$ cat src/rtl/bypass_pkg.sv
package bypass_pkg;
  typedef enum logic [1:0] {
    SEL_RF = 2'b00,
    SEL_MW = 2'b01,
    SEL_XM = 2'b10
  } sel_e;

  // a producer qualifies when it writes, is not register zero, and matches
  function automatic logic producer_hit(input logic wen,
                                        input logic [4:0] dst,
                                        input logic [4:0] src);
    return wen && (dst != 5'd0) && (dst == src);
  endfunction

  // the younger stage (execute/memory) outranks the older one
  function automatic sel_e pick_source(input logic xm_hit, input logic mw_hit);
    if (xm_hit)      return SEL_XM;
    else if (mw_hit) return SEL_MW;
    else             return SEL_RF;
  endfunction
endpackage

$ cat src/rtl/bypass_lane.sv
module bypass_lane
  import bypass_pkg::*;
#(
  parameter int REG_W = 5
) (
  input  logic [REG_W-1:0] src,
  input  logic [REG_W-1:0] xm_dst,
  input  logic             xm_wen,
  input  logic [REG_W-1:0] mw_dst,
  input  logic             mw_wen,
  output sel_e             sel
);
  logic xm_hit;
  logic mw_hit;

  assign xm_hit = producer_hit(xm_wen, xm_dst, src);
  assign mw_hit = producer_hit(mw_wen, mw_dst, src);
  assign sel    = pick_source(xm_hit, mw_hit);

  always_comb begin

    code_legal_chk: assert (sel != 2'b11);

    if (!xm_wen) xm_wen_gate_chk: assert (sel != SEL_XM);
    if (!mw_wen) mw_wen_gate_chk: assert (sel != SEL_MW);

    if (xm_dst == '0) xm_zero_chk: assert (sel != SEL_XM);
    if (mw_dst == '0) mw_zero_chk: assert (sel != SEL_MW);

    if (xm_hit && mw_hit) newest_wins_chk: assert (sel == SEL_XM);
  end
endmodule

$ cat src/rtl/operand_mux.sv
module operand_mux
  import bypass_pkg::*;
#(
  parameter int DATA_W = 32
) (
  input  sel_e              sel,
  input  logic [DATA_W-1:0] rf_val,
  input  logic [DATA_W-1:0] xm_val,
  input  logic [DATA_W-1:0] mw_val,
  output logic [DATA_W-1:0] opnd
);
  always_comb begin
    unique case (sel)
      SEL_XM:  opnd = xm_val;
      SEL_MW:  opnd = mw_val;
      default: opnd = rf_val;
    endcase
  end

  always_comb begin

    if (sel == SEL_RF) mux_rf_chk: assert (opnd == rf_val);
    if (sel == SEL_XM) mux_xm_chk: assert (opnd == xm_val);
    if (sel == SEL_MW) mux_mw_chk: assert (opnd == mw_val);
  end
endmodule

$ cat src/rtl/operand_bypass.sv
module operand_bypass
  import bypass_pkg::*;
#(
  parameter int REG_W  = 5,
  parameter int DATA_W = 32
) (
  input  logic [REG_W-1:0]  src_a,
  input  logic [REG_W-1:0]  src_b,
  input  logic [REG_W-1:0]  xm_dst,
  input  logic              xm_wen,
  input  logic [REG_W-1:0]  mw_dst,
  input  logic              mw_wen,
  input  logic [DATA_W-1:0] rf_a,
  input  logic [DATA_W-1:0] rf_b,
  input  logic [DATA_W-1:0] xm_data,
  input  logic [DATA_W-1:0] mw_data,
  output logic [1:0]        sel_a,
  output logic [1:0]        sel_b,
  output logic [DATA_W-1:0] opnd_a,
  output logic [DATA_W-1:0] opnd_b
);
  localparam int N_OPND = 2;

  logic [REG_W-1:0]  lane_src [N_OPND];
  logic [DATA_W-1:0] lane_rf  [N_OPND];
  logic [DATA_W-1:0] lane_out [N_OPND];
  sel_e              lane_sel [N_OPND];

  assign lane_src[0] = src_a;
  assign lane_src[1] = src_b;
  assign lane_rf[0]  = rf_a;
  assign lane_rf[1]  = rf_b;

  // one independent lane per operand
  for (genvar g = 0; g < N_OPND; g++) begin : g_lane
    bypass_lane #(.REG_W(REG_W)) u_lane (
      .src    (lane_src[g]),
      .xm_dst (xm_dst),
      .xm_wen (xm_wen),
      .mw_dst (mw_dst),
      .mw_wen (mw_wen),
      .sel    (lane_sel[g])
    );
    operand_mux #(.DATA_W(DATA_W)) u_mux (
      .sel    (lane_sel[g]),
      .rf_val (lane_rf[g]),
      .xm_val (xm_data),
      .mw_val (mw_data),
      .opnd   (lane_out[g])
    );
  end

  assign sel_a  = lane_sel[0];
  assign sel_b  = lane_sel[1];
  assign opnd_a = lane_out[0];
  assign opnd_b = lane_out[1];

  always_comb begin

    if (src_a == src_b) same_src_chk: assert (sel_a == sel_b);
  end
endmodule

$ cat config.mk
export PLATFORM = sky130hd
export DESIGN_NAME = operand_bypass
export DESIGN_NICKNAME = d
export VERILOG_FILES = /design/src/rtl/bypass_pkg.sv /design/src/rtl/bypass_lane.sv /design/src/rtl/operand_mux.sv /design/src/rtl/operand_bypass.sv
export SDC_FILE = /design/constraint.sdc
export NUM_CORES = 1
export LEC_CHECK = 0
export ABC_CLOCK_PERIOD_IN_PS = 2600
export CAP_MARGIN = 20
export CORE_MARGIN = 5
export CORE_UTILIZATION = 31
export DETAILED_ROUTE_END_ITERATION = 8
export GPL_TIMING_DRIVEN = 0
export PLACE_DENSITY = 0.89
export SYNTH_ARGS = -nofsm -noshare
export SYNTH_HDL_FRONTEND = slang
export SYNTH_SLANG_ARGS = --single-unit
$ cat constraint.sdc
create_clock -name vclk -period 2.6
set_input_delay 0.52 -clock vclk [all_inputs]
set_output_delay 0.52 -clock vclk [all_outputs]
set_load 0.01 [all_outputs]
# [Word-level counts from Yosys, hierarchy flattened]
# Cells that the tools add are included.
[totals] input_bits=150 output_inout_bits=68 wordCells=22 ff_bits=0
[op_classes] muxes=6 n_reduce_logical=8 n_eq_ne=8
[op_table] op="case mux 32 bit (2 select lines)" n=2
[op_table] op="equality test 5 bit" n=4
[op_table] op="nonzero test 5 bit" n=2
[op_table] op="logical AND 1 bit" n=6
[op_table] op="equality test 2 x 1 -> 1 bit (second input constant)" n=2
[op_table] op="equality test 2 bit (second input constant)" n=2
[op_table] op="two-way mux 2 bit" n=2
[op_table] op="two-way mux 1 bit" n=2

# [Logic depth before layout (Yosys ltp)]
[logic_depth] depth_word=7 mapped_depth=6 depth_no_buf=5

# [Cells and area by module]
# A second synthesis with hierarchy kept.
[unflattened] cells_unflattened=268 hier_area_um2=1591.5
[modules_own_cells] mod="operand_mux" cells_per_inst=113 seq_area_each_um2=0.0 n_inst=2 area_each_um2=636.9
[modules_own_cells] mod="bypass_lane" cells_per_inst=21 seq_area_each_um2=0.0 n_inst=2 area_each_um2=158.9

# [Worst setup path before layout]
# OpenSTA, ideal clock, no wires.
[synth_path] path_kind="input -> output" start="input mw_dst[0]" end="output opnd_a[22]" required_time_ns=2.080 cell_stages=6 path_slack_ns=0.149 arrival_ns=1.931 n_path_buf=2 cell_sequence="or4_1 o21ai_1 buf_2 buf_4 o31ai_1 a31oi_1"
[synth_between] elab_chain_cells=7 word_cells_on_any_way=9 cone_classes="eq/ne (3); mux (3); reduce/logical (3)"
[synth_rtl] item="start, declared" line="operand_bypass.sv:11" text="input logic [REG_W-1:0] mw_dst,"
[synth_rtl] item="nonzero test 5 bit" line="bypass_pkg.sv:12" text="return wen && (dst != 5'd0) && (dst == src);"
[synth_rtl] item="logical AND 1 bit" line="bypass_pkg.sv:12"
[synth_rtl] item="logical AND 1 bit *" line="bypass_pkg.sv:12"
[synth_rtl] item="two-way mux 1 bit *" line="bypass_pkg.sv:18" text="else if (mw_hit) return SEL_MW;"
[synth_rtl] item="two-way mux 2 bit *" line="bypass_pkg.sv:17" text="if (xm_hit) return SEL_XM;"
[synth_rtl] item="equality test 2 x 1 -> 1 bit / equality test 2 bit (equally long branches)"
[synth_rtl] item="case mux 32 bit (2 select lines) *" line="operand_mux.sv:13" text="unique case (sel)"
[synth_rtl] item="end, declared" line="operand_bypass.sv:19" text="output logic [DATA_W-1:0] opnd_a,"
# Mark *: on every way between the ends. The rest lies on a longest branch, timed or not.

# [Final worst setup path]
[layout_path] start="input xm_wen" end="output opnd_a[19]"
[layout_between] elab_chain_cells=5 word_cells_on_any_way=6 cone_classes="eq/ne (2); mux (2); reduce/logical (2)"
[layout_rtl] item="start, declared" line="operand_bypass.sv:10" text="input logic xm_wen,"
[layout_rtl] item="logical AND 1 bit * (2 in a row)" line="bypass_pkg.sv:12"
[layout_rtl] item="two-way mux 2 bit *" line="bypass_pkg.sv:17"
[layout_rtl] item="equality test 2 x 1 -> 1 bit / equality test 2 bit (equally long branches)"
[layout_rtl] item="case mux 32 bit (2 select lines) *" line="operand_mux.sv:13"
# Marks and branches as above.

==> results.md <==
- Largest stage delay, worst path: between 0.5 and 0.6 ns
- Cell count after synthesis: 362
- Residual DRC: 0
- Critical path's top delay family: buffers and inverters
- Detailed Route Iter0 Violations: roughly 450
- Cell Area, Placed: approximately 4500 µm²
- Syn. warnings: 0
- First-pass GRT wire length: approximately 25 mm
- WL/cell: ~27 µm
- Final WL: 18.85 mm
- Failing checks: setup timing
- RePlAce Congestion: roughly 0.93
- Antenna Nets Post-Route: 0
- Final Net Count: 764
- Area delta synth->final: 165.5%
- Die Area: just under 9000 µm²
- Vias per cell: 6.970
- Die Span X: 94.50 µm
- Cell Chain, Critical Path: clkdlybuf4s50_1 > nand4_1 > buf_4 > clkbuf_2 > nor3_1 > a31oi_4 > buf_2
- Final setup viols: 68
- Largest net degree at the start of global routing: 11
- Crit Path Max Fanout: 10
- Met3 routed WL: roughly 2.3 mm
- Rows: 30
- Hold_buf cts: 0
- Vias in the first global route: roughly 4.8k
- Max Fclk: 346.0 MHz
- Ports: approximately 220
- Tcrit/Tclk final: 111.2%
- GRT Resource Usage Total: 35.20%
- Share of layout cells above drive strength 1: between 40 and 50%
- Uppermost layer routed: met4
- Setup WS post-layout: -0.2903 ns
- HPWL after detailed placement: ~12 mm
- Setup crit start kind: primary input
- Crit end category: output pin
- Leak Pwr: slightly above 2 nW
- CP max-delay cell: clkdlybuf4s50_1
- Buffers & Inverters on Critical Path: 4
- Initial antenna violation count: 0
- Mapped Area: 2213 µm²
- WL met2: about 9 mm
- Peak VDD IR: roughly 0.14 mV
- Sequential share of the synthesized area: 0%
- Seq cells: 0
- Total power: ~1.2 mW
- Cell variety after synth: 21
- Critical setup path kind: in -> out
- Die height: around 95 µm
- Status: complete, but fails checks
- Starting Density: about a third
- # port buffers: roughly 220
- Pwr dens: a little over 200 nW/µm²
- Final core occ: a little under nine tenths
- Finished Cell Area: between 5000 and 6000 µm²
- Critical Path RT: 2.08 ns
- Met1 wire length: 6.196 mm
- ANT cells: 0
- Final-report max-slew violation count: 0
- RSZ-0062 raised after global routing: true
- Critical Path AT: between 2 and 2.5 ns
- Hold Violations, Final: 0
- Max cap viols: 0
- Total number of vias: 4,935
- Gr ovfl total: 0
- Post-synthesis net count: just over 500
- CLK BUF: 0
- Tmin final: roughly 2.9 ns
- Type of the most critical hold path: in -> out
- Drt first pass iters: 7
- Slew @ Worst Pin: just over 0.5 ns
- Seq. cell area: 0 µm²
- Headroom to the max-slew limit: between 60% and 70%
- Mapped Avg Cell Area: 6.114 µm²
- Core area: just under 7000 µm²
worst paths after layout:
check                        end  slack, ns  cells past startpoint     from
worst max-delay path  opnd_a[19]      -0.29                      7   xm_wen
worst min-delay path   opnd_a[9]       1.71                      4  rf_a[9]
cells in the mapped netlist, drive strengths merged:
cell type | count | area (µm²)
a31oi | 64 | 400.4
buf | 22 | 122.6
clkbuf | 42 | 157.7
inv | 2 | 7.510
nand4 | 66 | 412.9
nor2 | 2 | 7.510
nor3 | 66 | 330.3
nor4 | 2 | 25.02
o211ai | 2 | 25.02
o21a | 1 | 7.510
o21ai | 1 | 5.000
o31ai | 64 | 480.5
or2 | 4 | 25.02
or3 | 2 | 12.51
or4 | 2 | 18.77
xnor2 | 10 | 87.58
xor2 | 10 | 87.58
power by group:
part / internal, mW / switching [mW] / leakage (nW)
logic: 0.561 / 0.622 / 2.02
registers: 0 / 0 / 0
clock network: 0 / 0 / 0
cell families (layout without fill, tap and decap cells):
| kind of cell | count (synthesis) | count (layout) | synth area share [%] |
|---|---|---|---|
| buffers and inverters | 66 | 315 | 13.00 |
| AND/OR/NAND/NOR | 144 | 145 | 37.59 |
| AO/OA/AOI/OAI | 132 | 132 | 41.49 |
| XOR/XNOR | 20 | 20 | 7.914 |
what timing repair did:
item                       CTS  global route
setup endpoints to repair   68            68
buffers inserted            22             3
cloned                      11             3
pin swaps                   58            25
gates resized for setup    594            72
layout make-up:
| cell class | count | area, µm² |
|---|---|---|
| multi-input cells | 297 | 2779 |
| repair buffers | 254 | 2295 |
| fillers | 362 | 993.5 |
| plain buffers | 59 | 669.4 |
| well taps | 96 | 120.1 |
| inverters | 2 | 12.51 |
stage by stage:
stage / cells / worst slack [ns] / TNS (ns) / hold slack, ns
6_report: 708 / -0.2903 / -7.707 / 1.715
5_1_grt: 708 / -0.2796 / -9.907 / 1.734
4_1_cts: 704 / -0.09465 / -3.764 / 1.711
3_5_place_dp: 676 / -1.175 / -73.70 / 2.057
3_3_place_gp: 676 / -1.185 / -72.56 / 2.054
2_1_floorplan: 362 / 0.1488 / 0 / 1.205
layout by cell type, fill, tap and decap left out, types with 7 or more instances in the layout:
| cell type | Yosys | layout |
|---|---|---|
| buf_8 | 0 | 11 |
| xnor2_1 | 10 | 7 |
| o31ai_1 | 64 | 13 |
| clkbuf_16 | 0 | 7 |
| a31oi_1 | 64 | 47 |
| clkdlybuf4s50_1 | 0 | 130 |
| clkbuf_4 | 0 | 14 |
| buf_6 | 0 | 29 |
| clkbuf_2 | 0 | 10 |
| buf_2 | 14 | 66 |
| clkbuf_8 | 0 | 8 |
| a31oi_4 | 0 | 9 |
| nand4_1 | 66 | 66 |
| o31ai_4 | 0 | 23 |
| o31ai_2 | 0 | 28 |
| buf_4 | 6 | 22 |
| nor3_1 | 66 | 58 |
| a31oi_2 | 0 | 8 |
layer usage:
| layer | global-route usage, % | up-vias |
|---|---|---|
| met5 | 0 | - |
| met4 | 17.67 | 0 |
| met3 | 7.092 | 139 |
| met2 | 61.76 | 489 |
| met1 | 40.34 | 2291 |
| li1 | - | 2016 |
No activity file was read; power rests on OpenSTA's default activity.
